## config.mk

```make
export PLATFORM = sky130hd
export DESIGN_NAME = errstat_reg
export DESIGN_NICKNAME = d
export VERILOG_FILES = /design/src/rtl/errstat_pkg.sv /design/src/rtl/errstat_flag_bank.sv /design/src/rtl/errstat_msg_gen.sv /design/src/rtl/errstat_err_log.sv /design/src/rtl/errstat_reg.sv
export SDC_FILE = /design/constraint.sdc
export NUM_CORES = 1
export LEC_CHECK = 0
export CAP_MARGIN = 10
export CELL_PAD_IN_SITES_DETAIL_PLACEMENT = 1
export CELL_PAD_IN_SITES_GLOBAL_PLACEMENT = 2
export CORE_MARGIN = 10
export CORE_UTILIZATION = 17
export CTS_BUF_LIST = sky130_fd_sc_hd__clkbuf_8
export DETAILED_ROUTE_END_ITERATION = 16
export GPL_TIMING_DRIVEN = 0
export PLACE_DENSITY_LB_ADDON = 0.1
export SLEW_MARGIN = 5
export SYNTH_ARGS = -nofsm -noshare
export SYNTH_HDL_FRONTEND = slang
export SYNTH_HIERARCHICAL = 1
export SYNTH_SLANG_ARGS = --single-unit
```

## constraint.sdc

```tcl
create_clock -name clk -period 1.3 [get_ports clk]
set_input_delay 0.325 -clock clk [delete_from_list [all_inputs] [get_ports clk]]
set_output_delay 0.325 -clock clk [all_outputs]
set_load 0.01 [all_outputs]
```

## src/rtl/errstat_pkg.sv

```systemverilog
// Package: shared constants for the error status register.
// Assumes a fixed 16-bit status word whose implemented bit positions are
// decoded by software, so the positions below are behaviour, not layout.
package errstat_pkg;
    localparam int unsigned STAT_W    = 16;
    localparam int unsigned NUM_MSG   = 3;
    localparam logic [STAT_W-1:0] IMPL_MASK = 16'h027F;
    localparam int unsigned MBE_BIT   = 1;
    localparam int unsigned SBE_BIT   = 0;

    typedef enum logic [1:0] {
        MSG_SERR = 2'd0,
        MSG_SMI  = 2'd1,
        MSG_SCI  = 2'd2
    } msg_kind_e;
endpackage

```

## src/rtl/errstat_flag_bank.sv

```systemverilog
// Module: sticky flag bank with write-one-to-clear.
// Holds the implemented flags, applies clears and sets in one step with the
// set taking priority, and reports which flags go from 0 to 1 this cycle.
// Assumes event pulses are one cycle wide and synchronous to clk.
module errstat_flag_bank #(
    parameter int unsigned W = 16,
    parameter logic [W-1:0] IMPL = '1
) (
    input  logic         clk,
    input  logic         rst_n,
    input  logic [W-1:0] evt,
    input  logic         clr_wr,
    input  logic [W-1:0] clr_data,
    output logic [W-1:0] flags,
    output logic [W-1:0] rise
);
    logic [W-1:0] evt_q;
    logic [W-1:0] clr_q;
    logic [W-1:0] flags_nx;

    // Mask inputs to implemented positions only.
    always_comb begin
        evt_q = evt & IMPL;
        clr_q = clr_wr ? (clr_data & IMPL) : '0;
    end

    // Per-bit next state: clear first, then set, so the event wins.
    genvar gi;
    generate
        for (gi = 0; gi < W; gi++) begin : g_bit
            if (IMPL[gi]) begin : g_impl
                assign flags_nx[gi] = (flags[gi] & ~clr_q[gi]) | evt_q[gi];
                assign rise[gi]     = evt_q[gi] & ~flags[gi];
            end else begin : g_rsvd
                assign flags_nx[gi] = 1'b0;
                assign rise[gi]     = 1'b0;
            end
        end
    endgenerate

    // Flag storage with synchronous active-low reset.
    always_ff @(posedge clk) begin
        if (!rst_n) flags <= '0;
        else        flags <= flags_nx;
    end
endmodule

```

## src/rtl/errstat_msg_gen.sv

```systemverilog
// Module: message request generator.
// One registered pulse per message kind, raised when any rising flag edge
// is enabled in that kind's mask. Assumes rise is already edge-qualified.
module errstat_msg_gen #(
    parameter int unsigned W = 16,
    parameter int unsigned N = 3
) (
    input  logic                clk,
    input  logic                rst_n,
    input  logic [W-1:0]        rise,
    input  logic [N-1:0][W-1:0] en,
    output logic [N-1:0]        req
);
    genvar gk;
    generate
        for (gk = 0; gk < N; gk++) begin : g_msg
            logic hit;
            // Any enabled edge for this message kind.
            assign hit = |(rise & en[gk]);
            // Register the request into a one-cycle pulse.
            always_ff @(posedge clk) begin
                if (!rst_n) req[gk] <= 1'b0;
                else        req[gk] <= hit;
            end
        end
    endgenerate
endmodule

```

## src/rtl/errstat_err_log.sv

```systemverilog
// Module: ECC error address log.
// Captures address and device on an uncorrectable error when unlocked,
// or on a correctable error when unlocked and no uncorrectable error is in
// the same cycle. Locked while the uncorrectable flag is set.
module errstat_err_log #(
    parameter int unsigned ADDR_W = 32,
    parameter int unsigned DEV_W  = 4
) (
    input  logic              clk,
    input  logic              rst_n,
    input  logic              sbe_evt,
    input  logic              mbe_evt,
    input  logic              mbe_flag,
    input  logic [ADDR_W-1:0] addr_in,
    input  logic [DEV_W-1:0]  dev_in,
    output logic [ADDR_W-1:0] log_addr,
    output logic [DEV_W-1:0]  log_dev
);
    logic capture;

    // Decide whether this cycle's ECC event may write the log.
    always_comb begin
        capture = !mbe_flag && (mbe_evt || sbe_evt);
    end

    // Log storage.
    always_ff @(posedge clk) begin
        if (!rst_n) begin
            log_addr <= '0;
            log_dev  <= '0;
        end else if (capture) begin
            log_addr <= addr_in;
            log_dev  <= dev_in;
        end
    end
endmodule

```

## src/rtl/errstat_reg.sv

```systemverilog
// Module: error status reporting register (top).
// Ties the flag bank, message generator and ECC log together and exposes
// the status word for read. Assumes the register decode outside produces
// reg_wr only for writes addressed to this word.
module errstat_reg
    import errstat_pkg::*;
#(
    parameter int unsigned ADDR_W = 32,
    parameter int unsigned DEV_W  = 4
) (
    input  logic              clk,
    input  logic              rst_n,
    input  logic [15:0]       evt_in,
    input  logic [ADDR_W-1:0] ecc_addr,
    input  logic [DEV_W-1:0]  ecc_dev,
    input  logic              reg_wr,
    input  logic [15:0]       reg_wdata,
    output logic [15:0]       reg_rdata,
    input  logic [15:0]       serr_en,
    input  logic [15:0]       smi_en,
    input  logic [15:0]       sci_en,
    output logic              serr_req,
    output logic              smi_req,
    output logic              sci_req,
    output logic [ADDR_W-1:0] log_addr,
    output logic [DEV_W-1:0]  log_dev
);
    logic [STAT_W-1:0]              flags;
    logic [STAT_W-1:0]              rise;
    logic [NUM_MSG-1:0][STAT_W-1:0] en_all;
    logic [NUM_MSG-1:0]             req_all;

    // Gather the three masks in message-kind order.
    always_comb begin
        en_all[MSG_SERR] = serr_en;
        en_all[MSG_SMI]  = smi_en;
        en_all[MSG_SCI]  = sci_en;
    end

    errstat_flag_bank #(.W(STAT_W), .IMPL(IMPL_MASK)) u_flags (
        .clk      (clk),
        .rst_n    (rst_n),
        .evt      (evt_in),
        .clr_wr   (reg_wr),
        .clr_data (reg_wdata),
        .flags    (flags),
        .rise     (rise)
    );

    errstat_msg_gen #(.W(STAT_W), .N(NUM_MSG)) u_msg (
        .clk   (clk),
        .rst_n (rst_n),
        .rise  (rise),
        .en    (en_all),
        .req   (req_all)
    );

    errstat_err_log #(.ADDR_W(ADDR_W), .DEV_W(DEV_W)) u_log (
        .clk      (clk),
        .rst_n    (rst_n),
        .sbe_evt  (evt_in[SBE_BIT]),
        .mbe_evt  (evt_in[MBE_BIT]),
        .mbe_flag (flags[MBE_BIT]),
        .addr_in  (ecc_addr),
        .dev_in   (ecc_dev),
        .log_addr (log_addr),
        .log_dev  (log_dev)
    );

    // Drive the outward-facing read data and requests.
    always_comb begin
        reg_rdata = flags;
        serr_req  = req_all[MSG_SERR];
        smi_req   = req_all[MSG_SMI];
        sci_req   = req_all[MSG_SCI];
    end
endmodule

```

==> results.txt, run 1 <==
- Dividing the final minimum period by the clock period gives 0.970.
- Area used by sequential logic in the layout: 956 µm²
- The H-tree generated during clock tree synthesis spans 2 levels.
* Clock Latency Late Sink: 0.31 ns
* First-pass GRT wire length: 14900 µm
- In this run the clock root is driven by a sky130_fd_sc_hd__clkbuf_8.
- Global placement routability congestion: 0.741
- Between clock sinks in the finished design, the worst skew comes to 0.00649 ns.
* Critical path type: reg -> out
* Peak clock frequency supported by timing: 793 MHz
* Switching power share of the total: 0.277
- The clock drives 47 sinks.
* Ratio of total power to cell area: 942 mW/mm²
- Final Hold Vio Count: 0
- CP arrival: 0.94 ns
- Min-Delay Path Class: in -> reg
- Final Setup Violations: 0
- Routed wire length: 9780 µm
* Initial drt markers: 74
* Fraction of met3 tracks used by global routing: 0.0441
- On the critical path, the stage with the largest delay is an instance of sky130_fd_sc_hd__dfxtp_1.
- Count of state elements after synthesis: 47
* Met2 track demand over resource: 0.181
- On the worst path, the slowest cell contributes a delay of 0.32 ns.
- Count of unique library cells instantiated by Yosys: 20
- Portion of synthesized cell area occupied by the leading cell type: 0.427
- For the worst setup path, the data required time is 0.98 ns.
* Ratio of cells with drive above 1 in the final layout: 0.213
- Antenna violations before repair: 1
- After clock tree synthesis, the clock-pin slew on the worst setup and hold paths is 0.10 ns.
- The run finished with clean final reports.
- Summed over all nets, the half-perimeter wirelength after detailed placement is 8160 µm.
- Part of the Yosys area used for sequential elements: 0.427
- Cell type group with the largest total delay on the critical path: flip-flops
- The internal portion of the total power is 2.80 mW.
- Setup ws final: 0.0390 ns
- The finished cells cover 0.00411 mm².
- Area of the core: 0.0127 mm²
- The floorplan step defined a die boundary enclosing 0.0179 mm².
* Most frequent cells in the layout: 94 x sky130_fd_sc_hd__clkdlybuf4s50_1, 72 x sky130_fd_sc_hd__nand2_1, 39 x sky130_fd_sc_hd__dfxtp_1
- GR Util All Layers: 0.106
- Sequential group share of total power: 0.419
* Post-synth design cell area: 0.00220 mm²
* Element type at the critical path start: register
- Shortest clock period the worst path allows after layout: 1.26 ns
- The first detailed-routing pass ran for 4 iterations.
* Fillcell total: 1526
- Remaining antenna violation count: 0
- Number of rows in the core area: 41
- Clock tree from TritonCTS: built
- The count of buffers added on input and output ports is 148.
* Drc violations: 0
- Using the TritonRoute via totals, the vias-per-cell ratio works out to 3.97.
* GR Util met1: 0.114
* Nature of the critical path endpoint: output pin
* Worst setup slack before clock tree synthesis: -0.919 ns
- Synth warn: 6
- After technology mapping, the gate count stands at 251.
- Number of global-route vias before repair: 2643
* Largest net degree at the start of global routing: 16
- The share of total power dissipated in the clock network is 0.314.
- Relative contribution of combinational cells to total power: 0.268
- The routed layout has 2369 vias.
- Placed Instance Area: 0.00396 mm²
- Overall die height: 134 µm
* Most Crowded Layer GR: met2
* Most frequent standard cell in the layout excluding fill and tap cells: sky130_fd_sc_hd__clkdlybuf4s50_1
- Net load switching power: 1.07 mW
- In this run the static leakage power is 1.83 nW.
* Setup repair after global routing missed its margin: true
* Layout-stage area growth over the synthesis result: 86.3%
- Maximum ir drop on the vdd rail: 0.439 mV
* Start point of the critical path: u_msg/req[2]$_SDFF_PN0_
- The signal on the critical path passes through dlygate4sd2_1.
- Global route overflow: 0
- In this run the worst path has a maximum fanout of 1.
* Number of buffers and inverters on the critical path: 1
* Starting density of the core: 0.174
- Measured along the x axis, the die boundary spans 134 µm.
- In the post-synthesis netlist, the biggest area contributors are sky130_fd_sc_hd__dfxtp_1 43%, sky130_fd_sc_hd__mux2i_1 16%, sky130_fd_sc_hd__nand2_1 12%, sky130_fd_sc_hd__buf_4 5.4%, sky130_fd_sc_hd__a22oi_1 4.1%.
- Footprint of the multi-input gates: 0.00114 mm²
- In the final routed layout, each cell accounts on average for 16.4 µm.
- Cell type contributing the most total cell area after synthesis: sky130_fd_sc_hd__dfxtp_1
- The tool flagged a number of max-cap violations equal to 0.
* Share of the core filled with cells: 0.324
* Net count, final: 541
* Min-delay src: evt_in[9]
- TritonCTS created 5 clock buffers.
- A synthesized cell averages 8.78 µm².
- Number of I/O pins: 174
- The total count of max-transition violations in the final report is 0.
* Buffer depth of the longest clock path: 2
- RR Startpoint: u_flags/flags[6]$_SDFF_PN0_
==> cells by family after synthesis <==
group,count (synthesis),share of synthesized area
other,1,0.00170
muxes,36,0.163
DFF,47,0.427
buffers and inverters,37,0.111
AOI/OAI and AO/OA,44,0.147
and+or+nand+nor,86,0.150
==> metrics by stage <==
step | hold WS (ns) | power (mW) | TNS [ns] | std cells
3_5_place_dp | 0.449 | 2.73 | -34.76 | 586
2_1_floorplan | 0.425 | 2.07 | 0 | 266
6_report | 0.335 | 3.87 | 0 | 596
4_1_cts | 0.342 | 3.96 | 0 | 595
3_3_place_gp | 0.441 | 2.72 | -35.82 | 586
5_1_grt | 0.335 | 4.12 | -0.0344 | 596
==> worst min-delay path: stages <==
cell                             delay [ns]
sky130_fd_sc_hd__dlymetal6s2s_1        0.14
sky130_fd_sc_hd__inv_2                 0.07
sky130_fd_sc_hd__a31oi_1               0.08
==> power by group through the flow <==
| stage | clock, mW | combinational (mW) | sequential (mW) |
|---|---|---|---|
| 2_1_floorplan | 0 | 0.379 | 1.70 |
| 4_1_cts | 1.30 | 1.04 | 1.62 |
| 3_3_place_gp | 0 | 1.08 | 1.64 |
| 5_1_grt | 1.35 | 1.13 | 1.64 |
| 3_5_place_dp | 0 | 1.08 | 1.65 |
| 6_report | 1.21 | 1.04 | 1.62 |
==> repair_timing <==
| action | CTS | global route |
|---|---|---|
| endpoints found under the hold margin | 0 | 0 |
| setup buffers | 1 | 0 |
| endpoints found under the setup margin | 86 | 67 |
| pin swaps | 8 | 11 |
| gates resized for setup | 107 | 61 |
| hold buffers | 0 | 0 |
==> registers in the layout, indices dropped and copies added, names as in the netlist <==
name / cells
u_log/log_addr: 32
u_flags/flags: 8
u_log/log_dev: 4
u_msg/req: 3
==> Yosys cell counts <==
| cell | count |
|---|---|
| sky130_fd_sc_hd__a221oi_1 | 5 |
| sky130_fd_sc_hd__a221oi_2 | 1 |
| sky130_fd_sc_hd__a22o_1 | 6 |
| sky130_fd_sc_hd__a22oi_1 | 12 |
| sky130_fd_sc_hd__a31oi_1 | 8 |
| sky130_fd_sc_hd__buf_2 | 4 |
| sky130_fd_sc_hd__buf_4 | 16 |
| sky130_fd_sc_hd__buf_6 | 1 |
| sky130_fd_sc_hd__buf_8 | 3 |
| sky130_fd_sc_hd__clkbuf_1 | 5 |
| sky130_fd_sc_hd__conb_1 | 1 |
| sky130_fd_sc_hd__dfxtp_1 | 47 |
| sky130_fd_sc_hd__inv_1 | 8 |
| sky130_fd_sc_hd__mux2i_1 | 36 |
| sky130_fd_sc_hd__nand2_1 | 72 |
| sky130_fd_sc_hd__nand3_1 | 6 |
| sky130_fd_sc_hd__nor2_1 | 8 |
| sky130_fd_sc_hd__o21a_1 | 3 |
| sky130_fd_sc_hd__o21ai_0 | 8 |
| sky130_fd_sc_hd__o21ba_2 | 1 |
==> area by class of cell <==
| cell class | count | share of cell area |
|---|---|---|
| inverters | 8 | 0.00731 |
| flip-flops and latches | 47 | 0.233 |
| clock buffers | 6 | 0.0201 |
| diodes | 1 | 0.000609 |
| multi-input cells | 182 | 0.278 |
| clock inverters | 2 | 0.00944 |
| repair buffers | 149 | 0.340 |
| well taps | 172 | 0.0524 |
| plain buffers | 29 | 0.0597 |
==> final timing paths <==
kind | endpoint | slack, ns | depth (start not counted)
hold / removal | u_flags/flags[9]$_SDFF_PN0_ | 0.34 | 3
setup / recovery | sci_req | 0.04 | 1
setup reg to reg | u_msg/req[2]$_SDFF_PN0_ | 0.07 | 5
hold reg to reg | u_log/log_addr[3]$_SDFFE_PN0P_ | 0.46 | 2
==> layer usage <==
layer | part of all wire | wire length, µm | vias to the layer above
met5 | 0 | 0 | -
met4 | 0.018 | 178 | 0
met3 | 0.078 | 759 | 10
met2 | 0.49 | 4800 | 85
met1 | 0.41 | 4040 | 1099
li1 | - | - | 1175
Note: power is estimated with default switching activity, not from simulation.
==> run 2, diff against run 1 <==
Clock period 1.3 ns to 1.2 ns, I/O delays scaled along.
==> run 2 against run 1 <==
Effect of this change: the flow now finishes with violations (negative setup slack); flip-flop and latch count unchanged; highest routed layer unchanged; clock-buffer cell count unchanged; die area unchanged.
==> results.txt, run 2 (synthesis gave the netlist of run 1 again) <==
- Run status: complete, but fails checks
- The checks that failed: negative setup slack.
- Starting density of the core: 0.174 (unchanged)
* Share of the core filled with cells: 0.325 (+0.000395)
- u_log/log_addr holds more flip-flops than any other register.
* Setup ws final: -0.0960 ns (-0.135 ns)
- The area of the core region came to 0.0127 mm² (unchanged).
- The placed instance count was 586 (unchanged).
- The die span in x was 134 µm (unchanged).
- Antenna violations before repair: 1 (unchanged)
- Dominant cell type by count on the critical path: sky130_fd_sc_hd__buf_12
- Min-delay src: reg_wr
* Final Max Tran Viols: 0 (unchanged)
- The final sum of negative setup slack was -1.24 ns (-1.24 ns).
- The standard-cell row count is 41 (unchanged).
- The arrival time at the worst endpoint is 1.54 ns (+0.60 ns).
- The placement-stage worst setup slack is -1.03 ns (-0.112 ns).
- Highest net fanout along the worst path: 6 (+5)
- The routed design could run at a clock period as short as 1.30 ns.
* Ratio of total power to cell area: 969 mW/mm² (+3.0%)
- The cell leakage power is 1.88 nW (+2.8%).
- Of the available clock period, the critical path in the final layout requires 1.08.
- The final weighted congestion in routability-driven placement is 0.760 (+2.6%).
* Nature of the critical path endpoint: register
- Element type at the critical path start: register
* Inserted Clock Buffers: 5 (unchanged)
* Cell type group with the largest total delay on the critical path: buffers and inverters
* Drt pass-1 iters: 4 (unchanged)
- Post-DR vias/cell: 3.95 (-0.61%)
* Number of I/O pins: 174 (unchanged)
- Start point of the critical path: u_flags/flags[1]$_SDFF_PN0_
- DIE AREA: 0.0179 mm² (unchanged)
* Flip-flop count of the largest register after layout: 32 (unchanged)
- Clock tree from TritonCTS: built
- Minimum hold slack: 0.336 ns (+0.00102 ns)
- Count of non-filler cells in the finished layout: 606 (+1.7%)
* Peak clock frequency supported by timing: 772 MHz
- The number of port buffers was 148 (unchanged).
* Maximum ir drop on the vdd rail: 0.389 mV (-11%)
* Clk slew on worst S/H paths: 0.10 ns (about the same)
* Overall die height: 134 µm (unchanged)
* Final Hold Vio Count: 0 (unchanged)
- Final Setup Violations: 32 (+32)
- Clock skew after layout: 0.00852 ns (+0.00203 ns)
- Global route overflow: 0 (unchanged)
- Buffer depth of the longest clock path: 2 (unchanged)
- Placed Instance Area: 0.00396 mm² (about the same)
* GR Util All Layers: 0.107 (+0.000544)
- The largest registers in the layout are u_log/log_addr (32), u_flags/flags (8), u_log/log_dev (4).
- Min-Delay Path Class: in -> reg
- The critical path is of the reg -> reg type.
- Required time of the critical path: 1.44 ns (+0.46 ns)
* Initial drt markers: 54 (-27%)
- Number of global-route vias before repair: 2698 (+2.1%)
- Overall power after layout: 3.99 mW (+3.1%)
* Net count, final: 551 (+1.8%)
- The routed wire length is 9820 µm (+0.36%).
- The worst path buffer plus inverter count was 4 (+3).
* Drc violations: 0 (unchanged)
- Most frequent standard cell in the layout excluding fill and tap cells: sky130_fd_sc_hd__clkdlybuf4s50_1
* Largest net degree at the start of global routing: 15 (-1)
- In this run the critical register-to-register path is launched from u_flags/flags[1]$_SDFF_PN0_.
- Clock Latency Late Sink: 0.31 ns (about the same)
- In this run the clock root is driven by a sky130_fd_sc_hd__clkbuf_8.
* Ratio of cells with drive above 1 in the final layout: 0.330 (+0.117)
* List of cells traversed by the critical path: buf_4, o21ba_4, buf_12, buf_12, buf_12, mux2i_1
- Setup repair after global routing missed its margin: true
* Layout-stage area growth over the synthesis result: 86.5%
- CTS H-Tree Depth: 2 (unchanged)
- The wire length per cell was 16.2 µm (-1.3%).
* Most frequent cells in the layout: 95 x sky130_fd_sc_hd__clkdlybuf4s50_1, 72 x sky130_fd_sc_hd__nand2_1, 42 x sky130_fd_sc_hd__buf_2
- Placed wire-length estimate: 8050 µm (-1.3%)
- Delay of the slowest cell on the worst path: 0.35 ns (+0.03 ns)
- The reported max-cap violation count is 0 (unchanged).
* Remaining antenna violation count: 0 (unchanged)
- Hold Buf Count CTS: 0 (unchanged)
* First-pass GRT wire length: 15200 µm (+2.0%)
* Clock Sink Count: 47 (unchanged)
- Vias after detailed routing: 2394 (+1.1%)
- Among all stages on the critical path, the largest delay is contributed by sky130_fd_sc_hd__dfxtp_2.
- The summed area of non-filler cells in the final layout is 0.00411 mm² (+0.12%).
run 2: changes by cell type in the layout (fill, tap and decap cells not counted), moves of 2 or more:
cell / delta
sky130_fd_sc_hd__inv_1: +2
sky130_fd_sc_hd__dfxtp_4: -2
sky130_fd_sc_hd__nor2_4: -2
sky130_fd_sc_hd__buf_2: +33
sky130_fd_sc_hd__dfxtp_2: +26
sky130_fd_sc_hd__clkbuf_2: -18
sky130_fd_sc_hd__buf_4: +10
sky130_fd_sc_hd__dlymetal6s2s_1: -3
sky130_fd_sc_hd__clkbuf_4: +4
sky130_fd_sc_hd__clkdlybuf4s15_1: -19
sky130_fd_sc_hd__dfxtp_1: -24
run 2: worst paths after layout:
| kind | endpoint | slack [ns] | cells past startpoint |
|---|---|---|---|
| hold / removal | u_flags/flags[1]$_SDFF_PN0_ | 0.34 | 2 |
| setup / recovery | u_log/log_addr[27]$_SDFFE_PN0P_ | -0.1 | 6 |
| hold reg to reg | u_log/log_addr[19]$_SDFFE_PN0P_ | 0.46 | 2 |
| setup reg to reg | u_log/log_addr[27]$_SDFFE_PN0P_ | -0.1 | 6 |
run 2: layout make-up:
type                    count  area [µm²]
well taps                 172         215
fillers                  1550        8560
flip-flops and latches     47         981
diodes                      1        2.50
multi-input cells         182        1130
clock inverters             2        12.5
plain buffers              29         260
repair buffers            159        1390
inverters                   8        30.0
clock buffers               6        82.6
run 2: where the power goes:
group | internal, mW | switching, mW | leakage [nW]
clock network | 0.466 | 0.585 | 0.0526
logic | 0.696 | 0.479 | 1.43
registers | 1.70 | 0.0622 | 0.400
run 2: routing by layer:
layer | track usage | routed length, µm | vias to the layer above
met1 | 0.117 | 4180 | 1100
met3 | 0.0467 | 851 | 6
met5 | 0 | 0 | -
li1 | - | - | 1199
met2 | 0.183 | 4680 | 89
met4 | 0.0272 | 104 | 0
run 2: what timing repair did:
action                                  4_1_cts  5_1_grt
cloned                                        1        0
pin swaps                                     9        5
endpoints found under the setup margin       93       61
setup buffers                                 4        6
gates resized for setup                     206       46
